==> config.mk <==
export PLATFORM = sky130hd
export DESIGN_NAME = dbc_top
export DESIGN_NICKNAME = d
export VERILOG_FILES = /design/src/rtl/dbc_pkg.sv /design/src/rtl/dbc_lane_align.sv /design/src/rtl/dbc_level_cmp.sv /design/src/rtl/dbc_top.sv
export SDC_FILE = /design/constraint.sdc
export NUM_CORES = 1
export LEC_CHECK = 0
export ABC_AREA = 1
export BUFFER_PORTS_ARGS = -buffer_cell sky130_fd_sc_hd__buf_2
export CORE_AREA = 2 2 67 69
export CTS_BUF_LIST = sky130_fd_sc_hd__clkbuf_16
export DETAILED_ROUTE_END_ITERATION = 6
export DIE_AREA = 0 0 69 71
export PLACE_DENSITY = 0.87
export SLEW_MARGIN = 20
export SYNTH_ARGS = -nofsm -noshare
export SYNTH_HDL_FRONTEND = slang
export SYNTH_SLANG_ARGS = --single-unit
==> constraint.sdc <==
create_clock -name clk -period 1.57 [get_ports clk]
set_input_delay 0 -clock clk [delete_from_list [all_inputs] [get_ports clk]]
set_output_delay 0 -clock clk [all_outputs]
set_load 0.01 [all_outputs]
==> src/rtl/dbc_pkg.sv <==
package dbc_pkg;
    localparam int DATA_W = 32;
    localparam int LANE_W = 8;
    localparam int HALF_W = 16;

    typedef enum logic [1:0] {
        SZ_BYTE = 2'b00,
        SZ_WORD = 2'b01,
        SZ_LONG = 2'b10,
        SZ_RSVD = 2'b11
    } acc_size_e;

    typedef struct packed {
        logic [3:0] lane;
        logic [1:0] half;
        logic       long_sel;
        logic       invert;
    } lvl_cfg_t;
endpackage

==> src/rtl/dbc_lane_align.sv <==
module dbc_lane_align
    import dbc_pkg::*;
#(
    parameter int BUS_W = DATA_W
) (
    input  acc_size_e          size,
    input  logic [1:0]         addr_lo,
    input  logic [BUS_W-1:0]   bus,
    output logic [BUS_W-1:0]   aligned,
    output logic [BUS_W-1:0]   size_mask
);
    localparam logic [BUS_W-1:0] BYTE_M = {{(BUS_W-LANE_W){1'b0}}, {LANE_W{1'b1}}};
    localparam logic [BUS_W-1:0] HALF_M = {{(BUS_W-HALF_W){1'b0}}, {HALF_W{1'b1}}};

    always_comb begin
        aligned   = '0;
        size_mask = '0;
        unique case (size)
            SZ_BYTE: begin
                aligned[LANE_W-1:0] = bus[(BUS_W-1) - LANE_W*int'(addr_lo) -: LANE_W];
                size_mask = BYTE_M;
            end
            SZ_WORD: begin
                aligned[HALF_W-1:0] = bus[(BUS_W-1) - HALF_W*int'(addr_lo[1]) -: HALF_W];
                size_mask = HALF_M;
            end
            SZ_LONG: begin
                aligned   = bus;
                size_mask = '1;
            end
            default: begin
                aligned   = '0;
                size_mask = '0;
            end
        endcase
    end
endmodule

==> src/rtl/dbc_level_cmp.sv <==
module dbc_level_cmp
    import dbc_pkg::*;
#(
    parameter int BUS_W = DATA_W
) (
    input  logic              clk,
    input  logic              rst_n,
    input  logic              acc_qual,
    input  logic              lvl_en,
    input  lvl_cfg_t          cfg,
    input  acc_size_e         size,
    input  logic [1:0]        addr_lo,
    input  logic [BUS_W-1:0]  aligned,
    input  logic [BUS_W-1:0]  size_mask,
    input  logic [BUS_W-1:0]  value,
    input  logic [BUS_W-1:0]  mask,
    output logic              hit
);
    logic sel;
    logic eq;
    logic hit_d;

    always_comb begin
        unique case (size)
            SZ_BYTE: sel = cfg.lane[addr_lo];
            SZ_WORD: sel = cfg.half[addr_lo[1]];
            SZ_LONG: sel = cfg.long_sel;
            default: sel = 1'b0;
        endcase
    end

    assign eq    = (((aligned ^ value) & ~mask & size_mask) == '0);
    assign hit_d = acc_qual & lvl_en & sel & (eq ^ cfg.invert);

    always_ff @(posedge clk) begin
        if (!rst_n) hit <= 1'b0;
        else        hit <= hit_d;
    end

    // reserved size never fires
    a_r8_rsvd_size: assert property (@(posedge clk) disable iff (!rst_n)
        (size == SZ_RSVD) |=> !hit);

    // no qualified access with enable, no hit
    a_r9_gate: assert property (@(posedge clk) disable iff (!rst_n)
        !(acc_qual && lvl_en) |=> !hit);
endmodule

==> src/rtl/dbc_top.sv <==
module dbc_top
    import dbc_pkg::*;
#(
    parameter int BUS_W  = DATA_W,
    parameter int LEVELS = 2
) (
    input  logic              clk,
    input  logic              rst_n,
    input  logic              acc_valid,
    input  logic              acc_addr_hit,
    input  logic [1:0]        acc_addr_lo,
    input  logic [1:0]        acc_size,
    input  logic [BUS_W-1:0]  acc_data,
    input  logic [BUS_W-1:0]  bp_value,
    input  logic [BUS_W-1:0]  bp_mask,
    input  logic              lvl1_en,
    input  logic [7:0]        lvl1_cfg,
    input  logic              lvl2_en,
    input  logic [7:0]        lvl2_cfg,
    output logic              lvl1_hit,
    output logic              lvl2_hit
);
    acc_size_e         size_e;
    logic [BUS_W-1:0]  aligned;
    logic [BUS_W-1:0]  size_mask;
    logic              acc_qual;
    lvl_cfg_t          cfg_arr [LEVELS];
    logic [LEVELS-1:0] en_arr;
    logic [LEVELS-1:0] hit_arr;

    assign size_e     = acc_size_e'(acc_size);
    assign acc_qual   = acc_valid & acc_addr_hit;
    assign cfg_arr[0] = lvl_cfg_t'(lvl1_cfg);
    assign cfg_arr[1] = lvl_cfg_t'(lvl2_cfg);
    assign en_arr     = {lvl2_en, lvl1_en};

    dbc_lane_align #(.BUS_W(BUS_W)) u_align (
        .size      (size_e),
        .addr_lo   (acc_addr_lo),
        .bus       (acc_data),
        .aligned   (aligned),
        .size_mask (size_mask)
    );

    for (genvar g = 0; g < LEVELS; g++) begin : g_lvl
        dbc_level_cmp #(.BUS_W(BUS_W)) u_cmp (
            .clk       (clk),
            .rst_n     (rst_n),
            .acc_qual  (acc_qual),
            .lvl_en    (en_arr[g]),
            .cfg       (cfg_arr[g]),
            .size      (size_e),
            .addr_lo   (acc_addr_lo),
            .aligned   (aligned),
            .size_mask (size_mask),
            .value     (bp_value),
            .mask      (bp_mask),
            .hit       (hit_arr[g])
        );
    end

    assign lvl1_hit = hit_arr[0];
    assign lvl2_hit = hit_arr[1];

    // byte access to a lane whose bit is clear never fires
    a_r3_lane_clear: assert property (@(posedge clk) disable iff (!rst_n)
        (acc_size == 2'b00 && !lvl1_cfg[4 + int'(acc_addr_lo)]) |=> !lvl1_hit);

    // a hit always follows a valid access
    a_r10_follows_access: assert property (@(posedge clk) disable iff (!rst_n)
        (lvl1_hit || lvl2_hit) |-> $past(acc_valid));
endmodule

; Word-level counts from Yosys, hierarchy flattened
; Index checks and enable logic that the tools add are counted.
[word_totals]
reg_bits = 2
output_inout_bits = 2
[classes]
n_addsub = 2
order_cmp = 2
n_eq_ne = 2
shifts = 2
n_mux = 14
bitwise = 13
n_reduce_logical = 2
[op_table]
columns = cell, n
row1 = 32-bit case mux with 3 select lines, 1
row2 = 32-bit bitwise AND, 2
row3 = 47-bit by 32-bit variable part select with 16-bit output, 1
row4 = 39-bit by 32-bit variable part select with 8-bit output, 1
row5 = 32-bit zero test, 1
row6 = 32-bit inverter, 1
row7 = 32-bit bitwise XOR, 1
row8 = 8-bit case mux with 3 select lines, 1
row9 = 16-bit 2-to-1 mux, 1
row10 = 8-bit case mux with 2 select lines, 1
row11 = "5-bit by 5-bit subtractor with 6-bit output, first input constant", 2
row12 = 1-bit bitwise AND, 7
row13 = 1-bit 2-to-1 mux, 6
row14 = 1-bit case mux with 3 select lines, 2
row15 = 1-bit binary-select mux with 2-bit select, 2
row16 = "2-bit by 3-bit < comparator with 1-bit output, second input constant", 1
row17 = "2-bit by 1-bit equality test with 1-bit output, second input constant", 1
row18 = "2-bit equality test, second input constant", 1
row19 = 2-bit zero test, 1
row20 = "1-bit by 2-bit < comparator with 1-bit output, second input constant", 1
row21 = 1-bit bitwise XOR, 2

; Logic depth before layout (Yosys ltp)
; Gate-level depths: netlist of the first run.
[logic_depth]
ltp_word = 9
ltp_mapped = 15
mapped_depth_nobuf = 14

; Modules after synthesis
; Synthesis of the first run repeated with hierarchy kept, for this count alone.
[unflattened]
hier_cells = 711
area_unflattened_um2 = 3128.0
[by_module_without_submodules]
columns = mod, n_inst, cells_per_inst, area_per_inst_um2, seq_area_each_um2
row1 = dbc_level_cmp, 2, 253, 1057.3, 20.0
row2 = dbc_lane_align, 1, 203, 1006.0, 0.0
row3 = dbc_top, 1, 2, 7.5, 0.0

; Worst setup path after synthesis of the first run
; Ideal clock, no wire load.
[synth_timing]
kind = input port to flip-flop
start = input port acc_size[0]
end = register g_lvl[0].u_cmp.hit
arrival_time_ns = 1.290
required_ns = 1.451
setup_slack_ns = 0.161
stages = 14
path_buffers = 2
path_cell_list = inv_1 > ha_1 > buf_4 > buf_6 > nand2_1 > nand2_1 > nand4_1 > nand2_1 > nor2_1 > nand2_1 > nor2_1 > nand3_1 > nor3b_1 > nor2_1
[synth_between]
elab_chain_len = 8
elab_cells_between_ends = 15
classes_between = eq/ne (2) / mux (5) / bitwise (6) / reduce/logical (2)
[synth_rtl]
columns = item, line_no
row1 = "start, declared", dbc_top.sv:12  ; input logic [1:0] acc_size,
row2 = "2-bit equality test, or another cell as far along", "dbc_lane_align.sv:18, dbc_level_cmp.sv:24"
row3 = "8-bit case mux with 3 select lines, or another cell as far along", dbc_lane_align.sv:18  ; unique case (size)
row4 = 32-bit bitwise XOR, dbc_level_cmp.sv:32  ; assign eq = (((aligned ^ value) & ~mask & size_mask) == '0);
row5 = 32-bit bitwise AND (2 in a row), dbc_level_cmp.sv:32
row6 = 32-bit zero test, dbc_level_cmp.sv:32
row7 = 1-bit bitwise XOR, dbc_level_cmp.sv:33  ; assign hit_d = acc_qual & lvl_en & sel & (eq ^ cfg.invert);
row8 = 1-bit bitwise AND (*), dbc_level_cmp.sv:33
row9 = "end signal, assigned", dbc_level_cmp.sv:37  ; else hit <= hit_d;
row10 = "end, declared", dbc_level_cmp.sv:17  ; output logic hit
; Every way passes the cells marked *; elsewhere a longest branch is shown, timed or not.
; A chain may end at the register's enable or synchronous reset.

; Worst setup path after layout of the first run
[layout_timing]
start = input port acc_size[1]
end = register g_lvl[1].u_cmp.hit
[layout_between]
elab_chain_len = 8
elab_cells_between_ends = 15
classes_between = eq/ne (2) / mux (5) / bitwise (6) / reduce/logical (2)
[layout_rtl]
columns = item, line_no
row1 = "2-bit equality test, or another cell as far along", "dbc_lane_align.sv:18, dbc_level_cmp.sv:24"
row2 = "8-bit case mux with 3 select lines, or another cell as far along", dbc_lane_align.sv:18
row3 = 32-bit bitwise XOR, dbc_level_cmp.sv:32
row4 = 32-bit bitwise AND (2 in a row), dbc_level_cmp.sv:32
row5 = 32-bit zero test, dbc_level_cmp.sv:32
row6 = 1-bit bitwise XOR, dbc_level_cmp.sv:33
row7 = 1-bit bitwise AND (*), dbc_level_cmp.sv:33
row8 = "end signal, assigned", dbc_level_cmp.sv:37
row9 = "end, declared", dbc_level_cmp.sv:17
; Marked as above.

==> impl_metrics.yaml, run 1 <==
detailed_routing:
  viasPerCell: 5.10
  via_count: 2831
  first_pass_iters: 5
  drc: 0
  wl_per_cell_um: 11.8
  drt_iter0_drc: 244
  ant_nets: 0
  drt_wl_total_um: 6570
hold_path:
  hold_class: "in2reg"
clocking:
  cts-root-buf: "clkbuf_16"
  cts.sinks: 2
  cts_tree: "built"
  cts_buffers: 3
  htreeDepth: 1
  clk_pin_slew_ps: 30
  cts_max_path_buffers: 2
  cts_hold_buf: 0
worst_setup_path:
  cp_max_fo: 8
  end_kind: "register"
  setup.worst_path.class: "in2reg"
  cp_data_required_time_ps: 1710
  cp.arrival_ps: 1640
  critPathLaunchType: "input port"
floorplanning:
  ioPinCount: 124
  die_h_um: 71
  die_w_um: 69
  core-area_mm2: 0.00420
  start_util_pct: 40.9
  row_count: 24
  die-area_mm2: 0.00490
layout:
  area_growth_pct: 60.2
  regMostFlops: "g_lvl.u_cmp.hit"
  final_net_count: 632
  fillers: 420
  layout-drive-gt1-share_pct: 34.8
  largest_registers: "g_lvl.u_cmp.hit: 2 flops"
  largest_reg_flops: 2
  antenna_cells: 0
  postLayoutCellArea_mm2: 0.00275
timing:
  timing.fmax_mhz: 670
  slew_headroom_pct: 73.9
  setup_viol: 0
  tightest_slew_ps: 392
  hold_viol_final: 0
  whs_ps: 150
  post-route-period-util_pct: 95.1
  layout_min_cycle_time_ps: 1490
  maxSlewViolCount: 0
grt:
  overflow: 0
  grt_max_degree: 37
  first_global_vias: 2445
  grt-busiest-layer: "met2"
  antenna_found_initial: 0
  met1_usage_pct: 25.9
  grt_pass1_wl_um: 9560
  grtUsageTotal_pct: 22.6
  grt_use_met3_pct: 3.70
  use_met2_pct: 42.9
logic_synthesis:
  yosys_register_bits: 2
  syn_inst: 375
  synth_top_area_cell: "nand2_1"
  syn_area_per_cell_um2: 4.58
  synth_area_mm2: 0.00172
  synth_fp_nets: 502
  yosys-top-cells-area: "nand2_1 (34%), nand3_1 (16%), inv_1 (12%)"
  synth_top_area_share_pct: 33.6
  yosys_warnings: 0
  yosysSeqAreaShare_pct: 2.33
  synth_cell_type_count: 21
status:
  status: "finished, final reports clean"
placement:
  dpl_cell_area_mm2: 0.00241
  dp_hpwl_um: 4960
  io_buffers: 123
  place.gp.congestion: 0.935
power_and_ir_drop:
  peakVddDrop_mv: 0.336
  p_leak_nw: 1.66
  power_density_mw_per_mm2: 397
job:
  max_cap_violations: 0
-- final timing paths --
check	startpoint	to	slack, ps	cells past startpoint
worst max-delay path	acc_size[1]	g_lvl[1].u_cmp.hit	80	15
worst min-delay path	lvl1_en	g_lvl[0].u_cmp.hit	150	4
-- kinds of logic (layout without fill, tap and decap cells) --
logic type,after synthesis,count (layout),share of synthesized area (%)
AO/OA/AOI/OAI,16,16,5.24
flip-flops,2,2,2.33
buffers and inverters,72,200,18.4
AND/OR/NAND/NOR,280,280,70.4
adder cells (fa/ha/maj),5,5,3.64
-- repair_timing --
| item | 4_1_cts | 5_1_grt |
|---|---|---|
| gates resized for setup | 1 | 50 |
| endpoints found under the setup margin | 1 | 2 |
| buffers inserted | 0 | 2 |
| gates cloned | 0 | 3 |
| pin swaps | 0 | 19 |
-- synthesized netlist by cell type, drive strengths merged --
cell    count
nand4      21
buf        12
a211oi      2
nand2     155
dfxtp       2
ha          5
o21ai       7
inv        58
nand3      56
a21oi       5
nor2       40
o21bai      2
nand3b      4
clkbuf      2
nor3b       4
-- through the flow --
stage / total power [mW] / setup TNS (ps) / setup slack [ps] / cells / util [%]
after floorplan: 0.365 / 0 / 161 / 375 / -
after global placement: 0.598 / -308 / -154 / 547 / 57.3
after detailed placement: 0.611 / -471 / -258 / 547 / 57.3
after CTS: 0.994 / 0 / 0.00178 / 550 / 59.2
after global routing: 1.18 / -64.0 / -64.0 / 555 / 65.5
final: 1.09 / 0 / 77.6 / 555 / 65.5
-- routing by layer --
metal / up-vias / share of wire, %
li1: 1445 / -
met1: 1244 / 40
met2: 132 / 50
met3: 10 / 8.8
met4: 0 / 1.4
met5: - / 0
-- cell usage in the layout (no fill, tap or decap) --
cell type and instances:
nand3_2 5, nand2_2 11, ha_2 1, buf_8 1, a211oi_1 2, ha_1 1, nand3_1 50, o21ai_0 6
buf_12 3, nand3b_1 4, nand3_4 1, nand4_1 21, inv_2 1, buf_2 121, inv_8 1, clkinv_8 1
nor2_4 2, ha_4 3, nor3b_2 1, nand2_1 144, o21bai_1 2, nor2_2 5, nor2_1 33, nor3b_1 3
inv_1 54, inv_4 1, a21oi_1 5, dfxtp_1 2, buf_4 11, o21ai_1 1, clkbuf_16 6
-- report_power, final --
| part | total [mW] | switching (mW) | leakage [nW] | internal [mW] |
|---|---|---|---|---|
| combinational | 0.666 | 0.357 | 1.61 | 0.309 |
| clock | 0.374 | 0.0509 | 0.0370 | 0.323 |
| sequential | 0.0518 | 0.0000970 | 0.0161 | 0.0517 |
| total | 1.09 | 0.408 | 1.66 | 0.685 |
-- area by class of cell --
class	instances	area, µm²	share of cell area [%]
multi-input combinational	301	1490	54.3
clock buffer	3	75.1	2.73
sequential	2	40.0	1.45
inverter	58	240	8.73
timing repair buffer	139	838	30.5
tap	52	65.1	2.36
-- worst max-delay path: stages --
cell	delay (ps)
buf_12	120
clkinv_8	50
ha_4	150
inv_4	40
nor2_4	250
nand3_2	170
nand3_2	100
nand2_1	50
nand3_1	60
nand2_1	70
nor2_2	120
nand2_2	90
o21bai_1	170
nand2_1	90
nor2_1	130
(Power assumes the default switching activity.)
==> run 2: changes to the inputs <==
--- a/config.mk
+++ b/config.mk
@@ -7,11 +7,13 @@
 export LEC_CHECK = 0
 export ABC_AREA = 1
 export BUFFER_PORTS_ARGS = -buffer_cell sky130_fd_sc_hd__buf_2
-export CORE_AREA = 2 2 67 69
+export CELL_PAD_IN_SITES_DETAIL_PLACEMENT = 1
+export CELL_PAD_IN_SITES_GLOBAL_PLACEMENT = 1
+export CORE_AREA = 2 2 88 90
 export CTS_BUF_LIST = sky130_fd_sc_hd__clkbuf_16
 export DETAILED_ROUTE_END_ITERATION = 6
-export DIE_AREA = 0 0 69 71
-export PLACE_DENSITY = 0.87
+export DIE_AREA = 0 0 90 92
+export PLACE_DENSITY = 0.86
 export SLEW_MARGIN = 20
 export SYNTH_ARGS = -nofsm -noshare
 export SYNTH_HDL_FRONTEND = slang
==> constraint.sdc (replaced) <==
create_clock -name clk -period 1.6 [get_ports clk]
set_input_delay 0 -clock clk [delete_from_list [all_inputs] [get_ports clk]]
set_output_delay 0 -clock clk [all_outputs]
set_load 0.01 [all_outputs]
==> impl_metrics.yaml, run 2 (synthesis results as in run 1) <==
placement:
  place.gp.congestion: 0.843
  dp_cells: 599
  dp_hpwl_um: 6850
  io_buffers: 123
  place_ws_ps: -216
floorplanning:
  die-area_mm2: 0.00828
  row_count: 32
  core-area_mm2: 0.00745
  start_util_pct: 23.1
  die_h_um: 92
  die_w_um: 90
  ioPinCount: 124
timing:
  setup_viol: 0
  worst_slack_ps: 155
  timing.fmax_mhz: 692
  slew_headroom_pct: 69.0
  maxSlewViolCount: 0
  whs_ps: 138
  tightest_slew_ps: 465
  hold_viol_final: 0
  post-route-period-util_pct: 90.3
  layout_min_cycle_time_ps: 1450
detailed_routing:
  wl_per_cell_um: 13.6
  viasPerCell: 4.73
  via_count: 2854
  ant_nets: 0
  drt_wl_total_um: 8190
  first_pass_iters: 4
  drc: 0
  drt_iter0_drc: 71
power_and_ir_drop:
  switching_power_uw: 406
  swShare_pct: 38.7
  power_density_mw_per_mm2: 395
  p_leak_nw: 1.61
  intPower_uw: 642
  power_frac_comb_pct: 59.3
  peakVddDrop_mv: 0.230
  p_seq_share_pct: 4.8
  power.total_mw: 1.05
  clockPowerShare_pct: 35.8
worst_setup_path:
  critPathLaunchType: "input port"
  crit_path_end: "g_lvl[1].u_cmp.hit"
  end_kind: "register"
  worst_path_dominant_cell_family: "simple AND/OR/NAND/NOR gates"
  cp_data_required_time_ps: 1710
  worstPathCellList: "buf_2 -> inv_4 -> ha_4 -> clkbuf_16 -> nand2_1 -> nand2_1 -> nand4_1 -> nand2_1 -> nor2_1 -> nand2_1 -> nor2_2 -> nand3_2 -> nor3b_1 -> nor2_1"
  setup.worst_path.class: "in2reg"
  cp_max_fo: 16
  critical_path.max_stage_delay_ps: 220
  startpoint: "acc_size[0]"
  cp.arrival_ps: 1550
  crit_buf_inv: 3
  path_common_cell: "nand2_1"
  cp_slowest_cell: "nor3b_1"
  path_depth: 14
grt:
  grt_max_degree: 34
  grt_use_met3_pct: 1.97
  met1_usage_pct: 22.0
  first_global_vias: 3038
  grt-busiest-layer: "met2"
  grtUsageTotal_pct: 19.1
  use_met2_pct: 37.6
  antenna_found_initial: 0
  grt_pass1_wl_um: 13400
  overflow: 0
clocking:
  cts_max_path_buffers: 2
  cts-root-buf: "clkbuf_16"
  cts.sinks: 2
  htreeDepth: 1
  cts_hold_buf: 0
  clk_pin_slew_ps: 30
  cts_buffers: 3
  cts_tree: "built"
layout:
  largest_reg_flops: 2
  final_net_count: 630
  layout-drive-gt1-share_pct: 31.3
  stdcell_count: 603
  regMostFlops: "g_lvl.u_cmp.hit"
  antenna_cells: 0
  fillers: 1102
  mostFrequentLayoutCell: "nand2_1"
  largest_registers: "g_lvl.u_cmp.hit: 2 flops"
  final_core_util_pct: 35.6
  mostFrequentLayoutCells: "nand2_1 (153), buf_2 (123), inv_1 (54), nand3_1 (54), nor2_1 (35)"
  area_growth_pct: 54.4
hold_path:
  hold_class: "in2reg"
job:
  max_cap_violations: 0
status:
  status: "finished, final reports clean"
==> run 2: cell types whose count changed in the layout (fill, tap and decap cells not counted), sizes merged <==
cell | previous run | this run
clkinv | 1 | 0
inv | 57 | 58
clkbuf | 6 | 4
==> run 2: final cells by class <==
class,count,area (µm²),share of cell area (%)
clock buffer,3,75.1,2.83
inverter,58,223,8.40
multi-input combinational,301,1430,53.9
sequential,2,40.0,1.51
tap,102,128,4.81
timing repair buffer,137,758,28.6
==> run 2: what timing repair did <==
action                                 in CTS  in global routing
resized for setup                           0                 20
setup endpoints to repair                   0                  2
endpoints found under the hold margin       0                  0
buffers inserted                            0                  0
==> run 2: tightest hold or removal path, stage by stage <==
cell	delay, ps
buf_2	90
o21bai_1	100
nand2_1	50
nor2_1	80
==> run 2: how the worst min path moves through the flow <==
stage | to | slack [ps] | cells after the start | from
detailed placement | g_lvl[0].u_cmp.hit | 360 | 4 | lvl1_cfg[0]
global route | g_lvl[0].u_cmp.hit | 150 | 4 | lvl1_en
CTS | g_lvl[0].u_cmp.hit | 140 | 4 | lvl1_cfg[0]
global placement | g_lvl[1].u_cmp.hit | 330 | 4 | lvl2_cfg[0]
floorplan | g_lvl[0].u_cmp.hit | 220 | 3 | lvl1_cfg[0]
finish | g_lvl[0].u_cmp.hit | 140 | 4 | lvl1_cfg[0]
==> run 2: power by group through the flow <==
stage / Clock [mW] / Sequential, mW / Combinational, mW
2_1_floorplan: 0 / 0.0516 / 0.306
3_3_place_gp: 0 / 0.0514 / 0.558
3_5_place_dp: 0 / 0.0514 / 0.582
4_1_cts: 0.379 / 0.0508 / 0.584
5_1_grt: 0.386 / 0.0508 / 0.705
6_report: 0.376 / 0.0508 / 0.622
==> run 2: per-layer routing <==
metal	share of wire [%]	vias to the layer above
met4	1.1	0
met2	53	80
li1	-	1434
met1	41	1332
met3	4.6	8
met5	0	-
==> run 2: through the flow <==
step	TNS, ps	instance area, µm²
detailed placement	-419	2470
global route	-28.2	2650
CTS	0	2550
finish	0	2650
global placement	-262	2470
floorplan	0	1720
==> run 3: changes to the inputs <==
--- a/config.mk
+++ b/config.mk
@@ -5,14 +5,13 @@
 export SDC_FILE = /design/constraint.sdc
 export NUM_CORES = 1
 export LEC_CHECK = 0
-export ABC_AREA = 1
 export BUFFER_PORTS_ARGS = -buffer_cell sky130_fd_sc_hd__buf_2
 export CELL_PAD_IN_SITES_DETAIL_PLACEMENT = 1
 export CELL_PAD_IN_SITES_GLOBAL_PLACEMENT = 1
-export CORE_AREA = 2 2 88 90
+export CORE_AREA = 2 2 77 79
 export CTS_BUF_LIST = sky130_fd_sc_hd__clkbuf_16
 export DETAILED_ROUTE_END_ITERATION = 6
-export DIE_AREA = 0 0 90 92
+export DIE_AREA = 0 0 79 81
 export PLACE_DENSITY = 0.86
 export SLEW_MARGIN = 20
 export SYNTH_ARGS = -nofsm -noshare
==> impl_metrics.yaml, run 3 <==
timing:
  post-route-period-util_pct: 127
  rsz0062_at_grt: "true"
  slew_headroom_pct: 73.5
  timing.fmax_mhz: 494
  tightest_slew_ps: 387
  worst_slack_ps: -426
  setup_viol: 2
  hold_viol_final: 0
  maxSlewViolCount: 0
  whs_ps: 42.5
  layout_min_cycle_time_ps: 2030
logic_synthesis:
  synth_mux_area_share_pct: 14.2
  synth_xor_area_share_pct: 18.4
  synth_top_family_by_area: "compound AO/OA/AOI/OAI gates"
  yosysSeqAreaShare_pct: 3.24
  synth-edff-count: 0
  yosys_warnings: 0
  synthAdderAreaFrac_pct: 5.06
  synthTopCellsByCount: "nand2_1 (27), xor2_1 (24), nor2_1 (13), o22ai_1 (11)"
  syn_area_per_cell_um2: 7.37
  synth_top_area_share_pct: 17.0
  yosysMostFrequentCell: "nand2_1"
  synth_cell_type_count: 47
  async_reset_ff_share_pct: 0
  synth_compound_area_share_pct: 31.7
  syn_inst: 168
  synth_area_mm2: 0.00124
  synth-simple-area-share_pct: 22.1
  synth_top_area_cell: "xor2_1"
  synth_fp_nets: 295
  synth_ff_type: "dfxtp_1"
  yosys_register_bits: 2
  yosys-top-cells-area: "xor2_1 (17%), nand2_1 (8.2%), mux2_2 (6.4%)"
floorplanning:
  core-area_mm2: 0.00568
  die-area_mm2: 0.00640
  start_util_pct: 21.8
  die_h_um: 81
  ioPinCount: 124
  row_count: 28
  die_w_um: 79
detailed_routing:
  drt_wl_total_um: 6840
  viasPerCell: 5.06
  wl_per_cell_um: 16.7
  ant_nets: 0
  drc: 0
  via_count: 2071
  drt_iter0_drc: 78
  first_pass_iters: 5
worst_setup_path:
  crit_buf_inv: 2
  path_depth: 11
  end_kind: "register"
  cp_data_required_time_ps: 1740
  critical_path.max_stage_delay_ps: 410
  cp_max_fo: 7
  worstPathCellList: "buf_6 -> inv_4 -> ha_4 -> a21oi_4 -> o21bai_4 -> a222oi_1 -> xor2_1 -> o22ai_1 -> o31a_1 -> or3_1 -> a211oi_2"
  cp.arrival_ps: 2170
  setup.worst_path.class: "in2reg"
  cp_slowest_cell: "a222oi_1"
  worst_path_dominant_cell_family: "compound AO/OA/AOI/OAI gates"
  critPathLaunchType: "input port"
placement:
  io_buffers: 123
  place.gp.congestion: 0.819
  dp_hpwl_um: 5800
  place_ws_ps: -912
grt:
  grt_max_degree: 16
  overflow: 0
  antenna_found_initial: 1
  grtUsageTotal_pct: 20.6
  grt_pass1_wl_um: 10400
  first_global_vias: 2260
job:
  max_cap_violations: 0
hold_path:
  min_path_cells: 3
  hold_class: "in2reg"
layout:
  final_net_count: 462
  largest_reg_flops: 2
  regMostFlops: "g_lvl.u_cmp.hit"
  mostFrequentLayoutCells: "buf_2 (120), buf_4 (43), xor2_1 (24), nand2_1 (22), nor2_1 (12)"
  largest_registers: "g_lvl.u_cmp.hit: 2 flops"
  layout-drive-gt1-share_pct: 61.9
  mostFrequentLayoutCell: "buf_2"
  area_growth_pct: 103
clocking:
  cts.sinks: 2
  clk_pin_slew_ps: 30
  cts_hold_buf: 0
  cts_buffers: 3
  htreeDepth: 1
  cts-root-buf: "clkbuf_16"
  cts_tree: "built"
  cts_max_path_buffers: 2
power_and_ir_drop:
  peakVddDrop_mv: 0.432
  power.total_mw: 1.10
  power_density_mw_per_mm2: 437
  p_leak_nw: 1.21
status:
  violations: "negative setup slack"
  status: "finished, violations left"
==> run 3: changes by cell type in the layout (fill, tap and decap cells not counted), moves of 11 or more <==
cell / before / now
nand2_1: 153 / 22
inv_1: 54 / 3
nand3_1: 54 / 4
buf_4: 10 / 43
xor2_1: 0 / 24
nor2_1: 35 / 12
nand4_1: 21 / 0
o22ai_1: 0 / 11
==> run 3: cell families after synthesis <==
kind of cell | Yosys count
and+or+nand+nor | 58
AOI/OAI and AO/OA | 51
xor gates and xnor gates | 26
muxes | 14
buffers and inverters | 12
adders and majority gates | 5
DFF | 2
==> run 3: through the flow <==
step / TNS [ps] / utilization [%] / cell area, µm² / cells
after floorplan: -631 / - / 1300 / 168
after global placement: -1500 / 40.3 / 2280 / 402
after detailed placement: -1750 / 40.3 / 2280 / 402
after CTS: -683 / 44.2 / 2510 / 408
after global routing: -886 / 44.3 / 2520 / 409
final: -716 / 44.3 / 2520 / 409
==> run 3: layer usage <==
metal / part of all wire (%) / global-route usage, % / wire [µm] / vias up
met5: 0 / 0 / 0 / -
met4: 2.9 / 7.41 / 201 / 0
met3: 7.4 / 3.78 / 505 / 20
met2: 52 / 40.6 / 3550 / 114
met1: 38 / 21.8 / 2580 / 960
li1: - / - / - / 977
==> run 3: worst paths after layout <==
kind / start / endpoint
min: lvl1_en / g_lvl[0].u_cmp.hit
max: acc_size[1] / g_lvl[0].u_cmp.hit
==> run 3: final cells by class <==
cell class | count | area, µm²
Fill cell | 754 | 3160
Multi-Input combinational cell | 154 | 1260
Timing Repair Buffer | 169 | 1010
Tap cell | 75 | 93.8
Clock buffer | 3 | 75.1
Sequential cell | 2 | 40.0
Inverter | 5 | 33.8
Antenna cell | 1 | 2.50
==> run 3: where the power goes <==
| group | total, mW | leakage [nW] | switching [mW] | internal, mW |
|---|---|---|---|---|
| Combinational | 0.664 | 1.15 | 0.297 | 0.367 |
| Clock | 0.386 | 0.0370 | 0.0667 | 0.319 |
| Sequential | 0.0508 | 0.0161 | 0.000114 | 0.0507 |
==> run 3: timing repair <==
item                       in CTS  in global routing
pin swaps                      14                  8
setup buffers                   3                  0
setup endpoints to repair       2                  2
resized for setup              30                  2
